`config.mk`:
```
export PLATFORM = sky130hd
export DESIGN_NAME = rx_pattern_matcher
export DESIGN_NICKNAME = d
export VERILOG_FILES = /design/src/rtl/rxpm_pkg.sv /design/src/rtl/rxpm_word_tracker.sv /design/src/rtl/rxpm_compare.sv /design/src/rtl/rxpm_flag.sv /design/src/rtl/rx_pattern_matcher.sv
export SDC_FILE = /design/constraint.sdc
export NUM_CORES = 1
export LEC_CHECK = 0
export ABC_AREA = 1
export ABC_CLOCK_PERIOD_IN_PS = 1800
export BUFFER_PORTS_ARGS = -buffer_cell sky130_fd_sc_hd__buf_2
export CORE_MARGIN = 10
export CORE_UTILIZATION = 40
export DETAILED_ROUTE_END_ITERATION = 16
export PLACE_DENSITY = 0.73
export SYNTH_ARGS = -nofsm -noshare
export SYNTH_HDL_FRONTEND = slang
export SYNTH_SLANG_ARGS = --single-unit
```
`constraint.sdc`:
```
create_clock -name clk -period 1.8 [get_ports clk]
set_clock_uncertainty 0.15 [all_clocks]
set_input_delay 0.09 -clock clk [delete_from_list [all_inputs] [get_ports clk]]
set_output_delay 0.09 -clock clk [all_outputs]
set_load 0.01 [all_outputs]
```
`src/rtl/rxpm_pkg.sv`:
```
package rxpm_pkg;

    typedef enum logic [2:0] {
        MM_OFF        = 3'd0,
        MM_RSVD       = 3'd1,
        MM_FIRST_EQ   = 3'd2,
        MM_ANY_EQ     = 3'd3,
        MM_FIRST_PAIR = 3'd4,
        MM_ANY_PAIR   = 3'd5,
        MM_FIRST_MASK = 3'd6,
        MM_ANY_MASK   = 3'd7
    } match_mode_e;

    // Position of the current byte within its frame.
    typedef struct packed {
        logic first;      // byte is word 0 of the frame
        logic second;     // byte is word 1 of the frame
        logic prev_hit0;  // previous byte of this frame equalled value 0
    } word_pos_t;

    localparam int unsigned POS_CNT_W = 2;
    localparam logic [POS_CNT_W-1:0] POS_SAT = 2'd2;

    function automatic logic mode_first_only(match_mode_e m);
        return (m == MM_FIRST_EQ) || (m == MM_FIRST_MASK);
    endfunction

endpackage

```
`src/rtl/rxpm_word_tracker.sv`:
```
module rxpm_word_tracker
    import rxpm_pkg::*;
(
    input  logic      clk,
    input  logic      rst,
    input  logic      rx_valid,
    input  logic      frame_start,
    input  logic      byte_eq0,
    output word_pos_t pos
);
    logic [POS_CNT_W-1:0] cnt_q, cnt_eff;
    logic                 prev_q, prev_eff;

    // A start in this cycle makes the current byte word 0.
    always_comb begin
        cnt_eff  = frame_start ? '0 : cnt_q;
        prev_eff = frame_start ? 1'b0 : prev_q;
        pos.first     = (cnt_eff == '0);
        pos.second    = (cnt_eff == POS_CNT_W'(1));
        pos.prev_hit0 = prev_eff;
    end

    always_ff @(posedge clk) begin
        if (rst) begin
            cnt_q  <= '0;
            prev_q <= 1'b0;
        end else if (rx_valid) begin
            cnt_q  <= (cnt_eff == POS_SAT) ? POS_SAT : cnt_eff + POS_CNT_W'(1);
            prev_q <= byte_eq0;
        end else if (frame_start) begin
            cnt_q  <= '0;
            prev_q <= 1'b0;
        end
    end
endmodule

```
`src/rtl/rxpm_compare.sv`:
```
module rxpm_compare
    import rxpm_pkg::*;
#(
    parameter int unsigned DATA_W = 8
) (
    input  logic [DATA_W-1:0] rx_byte,
    input  logic              rx_valid,
    input  logic [DATA_W-1:0] val0,
    input  logic [DATA_W-1:0] val1,
    input  match_mode_e       mode,
    input  word_pos_t         pos,
    output logic              byte_eq0,
    output logic              hit
);
    logic eq1, masked, raw;

    always_comb begin
        byte_eq0 = (rx_byte == val0);
        eq1      = (rx_byte == val1);
        masked   = ((rx_byte & val1) == (val0 & val1));
        unique case (mode)
            MM_FIRST_EQ, MM_ANY_EQ:     raw = byte_eq0 | eq1;
            MM_FIRST_PAIR:              raw = pos.second & pos.prev_hit0 & eq1;
            MM_ANY_PAIR:                raw = pos.prev_hit0 & eq1;
            MM_FIRST_MASK, MM_ANY_MASK: raw = masked;
            default:                    raw = 1'b0;
        endcase
        if (mode_first_only(mode) && !pos.first) raw = 1'b0;
        hit = rx_valid & raw;
    end
endmodule

```
`src/rtl/rxpm_flag.sv`:
```
module rxpm_flag (
    input  logic clk,
    input  logic rst,
    input  logic set,
    input  logic clr,
    output logic flag
);
    always_ff @(posedge clk) begin
        if (rst)      flag <= 1'b0;
        else if (set) flag <= 1'b1;
        else if (clr) flag <= 1'b0;
    end
endmodule

```
`src/rtl/rx_pattern_matcher.sv`:
```
module rx_pattern_matcher
    import rxpm_pkg::*;
#(
    parameter int unsigned DATA_W = 8
) (
    input  logic              clk,
    input  logic              rst,
    input  logic              rx_valid,
    input  logic [DATA_W-1:0] rx_byte,
    input  logic              frame_start,
    input  logic [2:0]        match_mode,
    input  logic [DATA_W-1:0] match_val0,
    input  logic [DATA_W-1:0] match_val1,
    input  logic              match_only_rx,
    input  logic              irq_en,
    input  logic              flag_clr,
    output logic              match_flag,
    output logic              irq,
    output logic              store_byte
);
    word_pos_t   pos;
    logic        byte_eq0, hit;
    match_mode_e mode;

    assign mode = match_mode_e'(match_mode);

    rxpm_word_tracker u_track (
        .clk(clk), .rst(rst), .rx_valid(rx_valid), .frame_start(frame_start),
        .byte_eq0(byte_eq0), .pos(pos)
    );

    rxpm_compare #(.DATA_W(DATA_W)) u_cmp (
        .rx_byte(rx_byte), .rx_valid(rx_valid), .val0(match_val0), .val1(match_val1),
        .mode(mode), .pos(pos), .byte_eq0(byte_eq0), .hit(hit)
    );

    rxpm_flag u_flag (
        .clk(clk), .rst(rst), .set(hit), .clr(flag_clr), .flag(match_flag)
    );

    assign irq        = match_flag & irq_en;
    assign store_byte = rx_valid & (~match_only_rx | match_flag | hit);
endmodule

```
==> impl_metrics.ini, run 1 <==
[run_status]
status = finished, final reports clean

[logic_synthesis]
syn_area_sq_um = 676.9
syn_nets = 163
synth_cell_types = 17
ys_seq_elements = 4
avgSynthCellArea_sq_um = 5.688
ys_warn_count = 0
synth_area_leaders = nand2_1 (25%), ha_1 (18%), dfxtp_1 (12%)
netlist_instances = 119
synth_top_area_cell = nand2_1
synth_top_area_share_pct = 24.95
ys_seq_area_share_pct = 11.83

[die]
io_pins = 37
die_height_um = 61.14
die_w_um = 61.14
placementRows = 14
coreArea_sq_mm = 0.001559
initial_utilization_pct = 43.42
dieArea_sq_mm = 0.003737

[clock_tree]
clkLatencyLatePin_ns = 0.24
cts_sinks = 4
cts_root_buffer = clkbuf_4
cts_tree = yes
numCtsBuffers = 3
htreeDepth = 1
cts_max_path_buffers = 2
clkTransAtPathRegs_ns = 0.04

[detailed_routing]
viasPerCell = 4.633
wirelength_um = 1867
wl_met3_um = 122
first_pass_iters = 3
vias = 820
drt_iter0_drc = 15
m1WireLength_um = 860
highest_layer = met4
wl_per_cell_um = 10.55
drcViolationCount = 0
wl_met2_um = 851
final_antenna_net_count = 0

[timing]
worstMarginPinSlew_ns = 0.1925
layout_min_cycle_time_ns = 1.711
drv_slew = 0
fmax_mhz = 584.4
rsz0062_at_grt = no
period_share_pct = 95.06
tns_ns = 0
hold_viol = 0
slew_headroom_pct = 87.15
final-setup-viol-count = 0

[power]
power.switching_mw = 0.1271
seqPwrFrac_pct = 25.7
switching_share_pct = 33.71
pwr-share-clk_pct = 30.7
p_leak_nw = 0.5718
p_comb_share_pct = 43.7
power_mw = 0.3772
ir_drop_mv = 0.2007
cellPowerDensity_mw_per_mm2 = 396.1
power.internal_mw = 0.2500

[worst_setup_path]
cp_slowest_cell = dfxtp_2
crit_path_end_kind = output port
worstPathMaxFanout = 3
reg2reg_depth = 9
critPathLaunch = u_track.cnt_q[0]
cp.arrival_ns = 1.47
ff2ff_setup_slack_ns = 0.44
cp-start-kind = flip-flop
slowest_delay_ns = 0.32
worstReg2RegEnd = u_flag.flag
crit_chain = nand2_2 -> inv_2 -> ha_4 -> o21ai_1 -> nor2_1 -> a21oi_1 -> nand2_1 -> nand3_2 -> a21oi_2 -> buf_2
worstPathRequired_ns = 1.56
r2r-start = u_track.cnt_q[0]
critPathKind = reg -> out

[finish]
drive_above_1_share_pct = 30.43
fin_area_sq_um = 952.2
final.fill_count = 145
regArea_sq_um = 81.33
fin_util_pct = 61.08
final_nets = 207
diodes = 0
multi_input_comb_area_sq_um = 539.3
syn_to_final_growth_pct = 40.67

[placement]
place.gp.congestion = 0.7567
port_buffers = 36
post_dp_cell_area_sq_um = 877.1
hpwlAfterDp_um = 1660

[worst_hold_path]
hp-class = in -> reg
whs_path_depth = 4
hold_start = frame_start
min_to = u_track.cnt_q[1]

[grt]
grt_usage_pct = 10.61
antenna_found_initial = 0
gr-total-overflow = 0
grt_pass1_vias = 802
grt_max_degree = 7
grt_pass1_wl_um = 3132

[job]
maxCapViolations = 0
## flip-flops by register name, summed over array words and instances (netlist names)
register	flops
u_flag.flag	1
u_track.cnt_q	2
u_track.prev_q	1
## synthesized netlist by cell type
master    count
nor2_1       12
inv_1        21
dfxtp_1       4
a21oi_1       6
nor2_2        1
xnor2_1       6
nand3_1       3
nand3_2       1
nor3_1        1
or2_0         1
nand3b_1      1
nand2_2       2
nand2_1      45
nand4_1       1
o21ai_0       2
xor2_1        2
ha_1         10
## metrics by stage
step                      setup slack, ns  hold WS, ns  cells
after detailed placement           0.2111       0.1147    171
after global routing             0.002433      0.07407    177
after floorplan                    0.4441     0.009066    119
final                             0.08897      0.05470    177
after CTS                        0.009767      0.04278    177
after global placement             0.2220       0.1197    171
## per-layer routing
layer | up-vias | global-route usage [%]
li1 | 450 | -
met1 | 338 | 12.85
met2 | 28 | 17.01
met3 | 4 | 2.881
met4 | 0 | 4.886
met5 | - | 0
## power groups by stage
stage | registers [mW] | clock network [mW] | logic [mW]
after global placement | 0.0971 | 0 | 0.151
final | 0.0968 | 0.116 | 0.165
after CTS | 0.0960 | 0.118 | 0.162
after floorplan | 0.0973 | 0 | 0.0883
after global routing | 0.0974 | 0.126 | 0.193
after detailed placement | 0.0975 | 0 | 0.156
## cell usage in the layout, fill, tap and decap left out
cell type	count
nor2_2	1
inv_2	1
nand3_1	3
inv_1	20
a21oi_2	1
o21ai_0	1
xor2_1	2
dfxtp_2	1
dfxtp_1	3
buf_2	36
nor3_1	1
ha_4	1
xnor2_1	6
nand3_2	1
nor2_1	12
o21ai_1	1
clkbuf_4	3
nand2_1	43
nand4_1	1
ha_1	9
or2_0	1
nand2_2	4
dlygate4sd3_1	3
a21oi_1	5
nand3b_1	1
## worst max-delay path: cells and delay by family (launching register included)
kind	cells	cell delay (ns)
compound gates	3	0.26
fa+ha+maj	1	0.12
buf+inv	2	0.21
flops	1	0.32
simple gates	4	0.32
## logic make-up (layout without fill, tap and decap cells)
kind of cell / count (synthesis) / after routing / share of synthesized area [%]
AND/OR/NAND/NOR: 68 / 68 / 41.77
XOR/XNOR: 8 / 8 / 10.35
buffers and inverters: 21 / 63 / 11.65
adder cells (fa/ha/maj): 10 / 10 / 18.48
AO/OA/AOI/OAI: 8 / 8 / 5.915
flip-flops: 4 / 4 / 11.83
## what timing repair did
item                                    4_1_cts  5_1_grt
hold buffers                                  3        0
hold endpoints to repair                      3        0
resized for setup                             1        7
endpoints found under the setup margin        1        1
pin swaps                                     0        7
setup buffers                                 0        0
## how the worst max path moves through the flow
stage                      end  slack, ns  cells after the start
global route        store_byte      0.002                     10
CTS                 store_byte       0.01                     10
detailed placement  store_byte       0.21                     12
floorplan           store_byte       0.44                      9
global placement    store_byte       0.22                     12
finish              store_byte       0.09                     10
## layout make-up
type / instances / area share, %
Clock buffer: 3 / 2.365
Inverter: 21 / 8.279
Timing Repair Buffer: 39 / 22.08
Tap cell: 16 / 2.102
Multi-Input combinational cell: 94 / 56.64
Sequential cell: 4 / 8.541
Note: power is estimated with default switching activity, not from simulation.
==> run 2: changes to the inputs <==
--- a/config.mk
+++ b/config.mk
@@ -5,13 +5,13 @@
 export SDC_FILE = /design/constraint.sdc
 export NUM_CORES = 1
 export LEC_CHECK = 0
-export ABC_AREA = 1
 export ABC_CLOCK_PERIOD_IN_PS = 1800
 export BUFFER_PORTS_ARGS = -buffer_cell sky130_fd_sc_hd__buf_2
 export CORE_MARGIN = 10
 export CORE_UTILIZATION = 40
 export DETAILED_ROUTE_END_ITERATION = 16
-export PLACE_DENSITY = 0.73
+export PLACE_DENSITY = 0.75
+export SKIP_CTS_REPAIR_TIMING = 1
 export SYNTH_ARGS = -nofsm -noshare
 export SYNTH_HDL_FRONTEND = slang
 export SYNTH_SLANG_ARGS = --single-unit
==> run 2 against run 1 <==
Clock-buffer cell count unchanged. Clock power up 4%. Routed wire length down 0.48%.
==> impl_metrics.ini, run 2 <==
[logic_synthesis]
ys_warn_count = 0
synth_top_area_cell = xnor2_1
ys_seq_area_share_pct = 13.33
yosysMostFrequentCell = xnor2_1
ys.flop_type = dfxtp_1
syn_area_sq_um = 600.6
synth_top_area_share_pct = 21.88
synth_cell_types = 22
synth_common_cells = xnor2_1 (15), ha_1 (10), nand2_1 (9), nor2_1 (8), a21oi_1 (5)
ys_seq_elements = 4
synth-edff-count = 0
synth_area_leaders = xnor2_1 (22%), ha_1 (21%), dfxtp_1 (13%)
netlist_instances = 75
avgSynthCellArea_sq_um = 8.008
synthArstFlopShare_pct = 0
syn_nets = 119

[grt]
grt_max_degree = 8
grt_pass1_wl_um = 2835
grt_usage_pct = 10.36
gr-total-overflow = 0
grt_pass1_vias = 692
antenna_found_initial = 0

[die]
io_pins = 37
dieArea_sq_mm = 0.003452
coreArea_sq_mm = 0.001350
die_w_um = 58.75
initial_utilization_pct = 44.49
placementRows = 13
die_height_um = 58.75

[placement]
port_buffers = 36
hpwlAfterDp_um = 1572
dp.cells = 132
place.gp.congestion = 0.7655
pre_cts_slack_ns = -0.1171

[finish]
regMostFlops = u_track.cnt_q
syn_to_final_growth_pct = 51.88
stdcell_count = 137
drive_above_1_share_pct = 41.80
final_cell_mix = buf_2 (36), xnor2_1 (15), ha_1 (10)
largest_register_ffs = 2
final_nets = 168
final_common_cell = buf_2
diodes = 0
reg_top3 = u_track.cnt_q: 2 flops, u_flag.flag: 1 flops, u_track.prev_q: 1 flops
final.fill_count = 118

[timing]
slew_headroom_pct = 81.25
worstMarginPinSlew_ns = 0.2792
period_share_pct = 99.96
whs_ns = 0.04105
final-setup-viol-count = 0
rsz0062_at_grt = yes
drv_slew = 0
tns_ns = 0
layout_setup_ws_ns = 0.0007955
fmax_mhz = 555.8
hold_viol = 0
layout_min_cycle_time_ns = 1.799

[power]
seqPwrFrac_pct = 23.7
cellPowerDensity_mw_per_mm2 = 432.8
power.internal_mw = 0.2640
p_comb_share_pct = 45.7
ir_drop_mv = 0.3679
p_leak_nw = 0.4246
pwr-share-clk_pct = 30.6
power_mw = 0.3948
power.switching_mw = 0.1308
switching_share_pct = 33.13

[detailed_routing]
final_antenna_net_count = 0
drcViolationCount = 0
first_pass_iters = 4
wirelength_um = 1858
drt_iter0_drc = 12
wl_per_cell_um = 13.56
viasPerCell = 4.985
vias = 683

[clock_tree]
numCtsBuffers = 3
clkLatencyLatePin_ns = 0.25
cts_sinks = 4
clkTransAtPathRegs_ns = 0.03
cts_tree = yes
htreeDepth = 1
cts_root_buffer = clkbuf_4
cts_max_path_buffers = 2

[worst_setup_path]
cp-start-kind = primary input
crit_path_end_kind = output port
cp.arrival_ns = 1.56
worstPathMaxFanout = 2
critPathKind = in -> out
worstPathRequired_ns = 1.56

[job]
maxCapViolations = 0

[run_status]
status = finished, final reports clean

[worst_hold_path]
hp-class = in -> reg
-- run 2: changes by cell type in the layout (fill, tap and decap cells not counted), moves of 2 or more --
cell,change
nand2_1,-34
inv_1,-17
xnor2_1,+9
buf_4,+6
nand2_2,-4
nor2_1,-4
nand3_1,-3
nand2b_1,+2
nor4_4,+2
o21ai_0,+2
xor2_1,-2
-- run 2: per-layer routing --
metal  up-vias  wire (um)  track usage [%]
li1        358          -                -
met1       296        735            10.65
met5         -          0                0
met4         0         35            4.918
met2        25        931            17.12
met3         4        156            5.150
-- run 2: cells by family after synthesis --
family / after synthesis / synth area share, %
AOI/OAI and AO/OA: 13 / 13.96
xor gates and xnor gates: 15 / 21.88
adders and majority gates: 10 / 20.83
buffers and inverters: 3 / 1.875
DFF: 4 / 13.33
muxes: 1 / 1.875
and+or+nand+nor: 29 / 26.25
-- run 2: path summary, 6_finish.rpt --
check | from | end | slack (ns) | cells after the start
max | rx_byte[1] | store_byte | 0.0008 | 8
min reg2reg | u_flag.flag | u_flag.flag | 0.34 | 2
min | rx_valid | u_track.prev_q | 0.04 | 3
max reg2reg | u_track.cnt_q[0] | u_flag.flag | 0.39 | 6
-- run 2: final cells by class --
cell class	count	area, sq um	area share [%]
Tap cell	15	18.77	2.058
Inverter	3	11.26	1.235
Sequential cell	4	80.08	8.779
Multi-Input combinational cell	68	534.3	58.57
Timing Repair Buffer	44	245.2	26.89
Clock buffer	3	22.52	2.469
-- run 2: per-stage QoR --
step,instance area [sq um],utilization (%)
after detailed placement,844.6,62.56
after global placement,844.6,62.56
after global routing,912.1,67.56
after CTS,867.1,64.23
after floorplan,600.6,-
final,912.1,67.56
-- run 2: power by group through the flow --
| stage | sequential, mW | combinational (mW) | clock, mW |
|---|---|---|---|
| after detailed placement | 0.0946 | 0.163 | 0 |
| final | 0.0936 | 0.181 | 0.121 |
| after floorplan | 0.0948 | 0.0850 | 0 |
| after global placement | 0.0944 | 0.158 | 0 |
| after CTS | 0.0930 | 0.164 | 0.122 |
| after global routing | 0.0936 | 0.200 | 0.135 |
-- run 2: critical path, cell delays in order --
cell and delay (ns):
buf_2 0.11, ha_1 0.32, nor4_4 0.35, nand2_1 0.11
o41ai_2 0.21, a31oi_1 0.09, o21ai_1 0.13, buf_2 0.14
==> run 3: changes to the inputs <==
--- a/config.mk
+++ b/config.mk
@@ -6,7 +6,7 @@
 export NUM_CORES = 1
 export LEC_CHECK = 0
 export ABC_CLOCK_PERIOD_IN_PS = 1800
-export BUFFER_PORTS_ARGS = -buffer_cell sky130_fd_sc_hd__buf_2
+export BUFFER_PORTS_ARGS = -buffer_cell sky130_fd_sc_hd__clkbuf_2
 export CORE_MARGIN = 10
 export CORE_UTILIZATION = 40
 export DETAILED_ROUTE_END_ITERATION = 16
==> run 3 against run 2 <==
Register-to-register slack better by 0.04 ns. Clock power is 5% lower. Via count is 4.5% higher. Global-route usage shrank 0.21 points. Routed wire length shrank 1.5%.
==> impl_metrics.ini, run 3 (same netlist as run 2, synthesis figures left out) <==
[power]
ir_drop_mv = 0.3063
switching_share_pct = 32.08
p_leak_nw = 0.4401
pwr-share-clk_pct = 29.1
power_mw = 0.3953
power.switching_mw = 0.1268
power.internal_mw = 0.2685
p_comb_share_pct = 47.3
seqPwrFrac_pct = 23.6
cellPowerDensity_mw_per_mm2 = 420.6

[clock_tree]
htreeDepth = 1
cts_sinks = 4
numCtsBuffers = 3
cts_max_path_buffers = 2
clkTransAtPathRegs_ns = 0.04
cts_tree = yes
cts_root_buffer = clkbuf_4
clkLatencyLatePin_ns = 0.24

[grt]
gr-total-overflow = 0
grt_pass1_wl_um = 2904
grt_pass1_vias = 729
antenna_found_initial = 0
grt_usage_pct = 10.15
grt_max_degree = 8

[timing]
layout_setup_ws_ns = 0.01845
slew_headroom_pct = 83.61
hold_viol = 0
layout_min_cycle_time_ns = 1.782
fmax_mhz = 561.3
worstMarginPinSlew_ns = 0.2440
rsz0062_at_grt = yes
whs_ns = 0.05166
tns_ns = 0
drv_slew = 0
final-setup-viol-count = 0
period_share_pct = 98.98

[placement]
post_dp_cell_area_sq_um = 844.6
pre_cts_slack_ns = -0.1415
port_buffers = 36
hpwlAfterDp_um = 1648
dp.cells = 132
place.gp.congestion = 0.7478

[finish]
final.fill_count = 120
final_nets = 170
multi_input_comb_area_sq_um = 546.8
largest_register_ffs = 2
reg_top3 = u_track.cnt_q: 2 flops, u_flag.flag: 1 flops, u_track.prev_q: 1 flops
diodes = 0
drive_above_1_share_pct = 43.55
stdcell_count = 139
regArea_sq_um = 80.08
final_cell_mix = clkbuf_2 (35), xnor2_1 (15), nand2_1 (9), ha_1 (9)
fin_util_pct = 69.60
final_common_cell = clkbuf_2
regMostFlops = u_track.cnt_q
fin_area_sq_um = 939.7
syn_to_final_growth_pct = 56.46

[die]
dieArea_sq_mm = 0.003452
io_pins = 37
initial_utilization_pct = 44.49
die_height_um = 58.75
die_w_um = 58.75
placementRows = 13
coreArea_sq_mm = 0.001350

[detailed_routing]
drcViolationCount = 0
wl_per_cell_um = 13.17
viasPerCell = 5.137
final_antenna_net_count = 0
first_pass_iters = 4
drt_iter0_drc = 9
vias = 714
wirelength_um = 1830

[worst_setup_path]
crit_path_end_kind = output port
worstPathRequired_ns = 1.56
worstPathMaxFanout = 2
cp.arrival_ns = 1.54
critPathKind = in -> out
cp-start-kind = primary input

[run_status]
status = finished, final reports clean

[worst_hold_path]
hp-class = in -> reg

[job]
maxCapViolations = 0
run 3: power by group through the flow:
stage	combinational (mW)	sequential, mW	clock [mW]
after floorplan	0.0850	0.0948	0
after global placement	0.158	0.0944	0
after detailed placement	0.165	0.0946	0
after CTS	0.166	0.0931	0.120
after global routing	0.206	0.0935	0.127
final	0.187	0.0933	0.115
run 3: critical path, cell delays in order:
cell and delay, ns:
clkbuf_2 0.09, ha_1 0.33, nor4_4 0.29, buf_4 0.15, buf_4 0.09, a21oi_1 0.05
o21ai_1 0.11, nand2_1 0.07, o21ai_1 0.12, buf_2 0.14
run 3: area by class of cell:
class                           count  area share (%)
Timing Repair Buffer               46           27.70
Tap cell                           15           1.997
Clock buffer                        3           2.397
Sequential cell                     4           8.522
Multi-Input combinational cell     68           58.19
Inverter                            3           1.198
run 3: final timing paths:
check / endpoint / startpoint / slack [ns] / cells after the start
max reg2reg: u_flag.flag / u_track.cnt_q[0] / 0.43 / 6
min reg2reg: u_flag.flag / u_flag.flag / 0.35 / 2
min: u_flag.flag / match_mode[2] / 0.05 / 4
max: store_byte / rx_byte[4] / 0.02 / 10
run 3: routing by layer:
layer	track usage (%)	part of all wire [%]	vias up
met2	18.92	52	25
met4	2.951	0.93	0
met1	10.17	40	320
li1	-	-	367
met5	0	0	-
met3	3.648	7.0	2
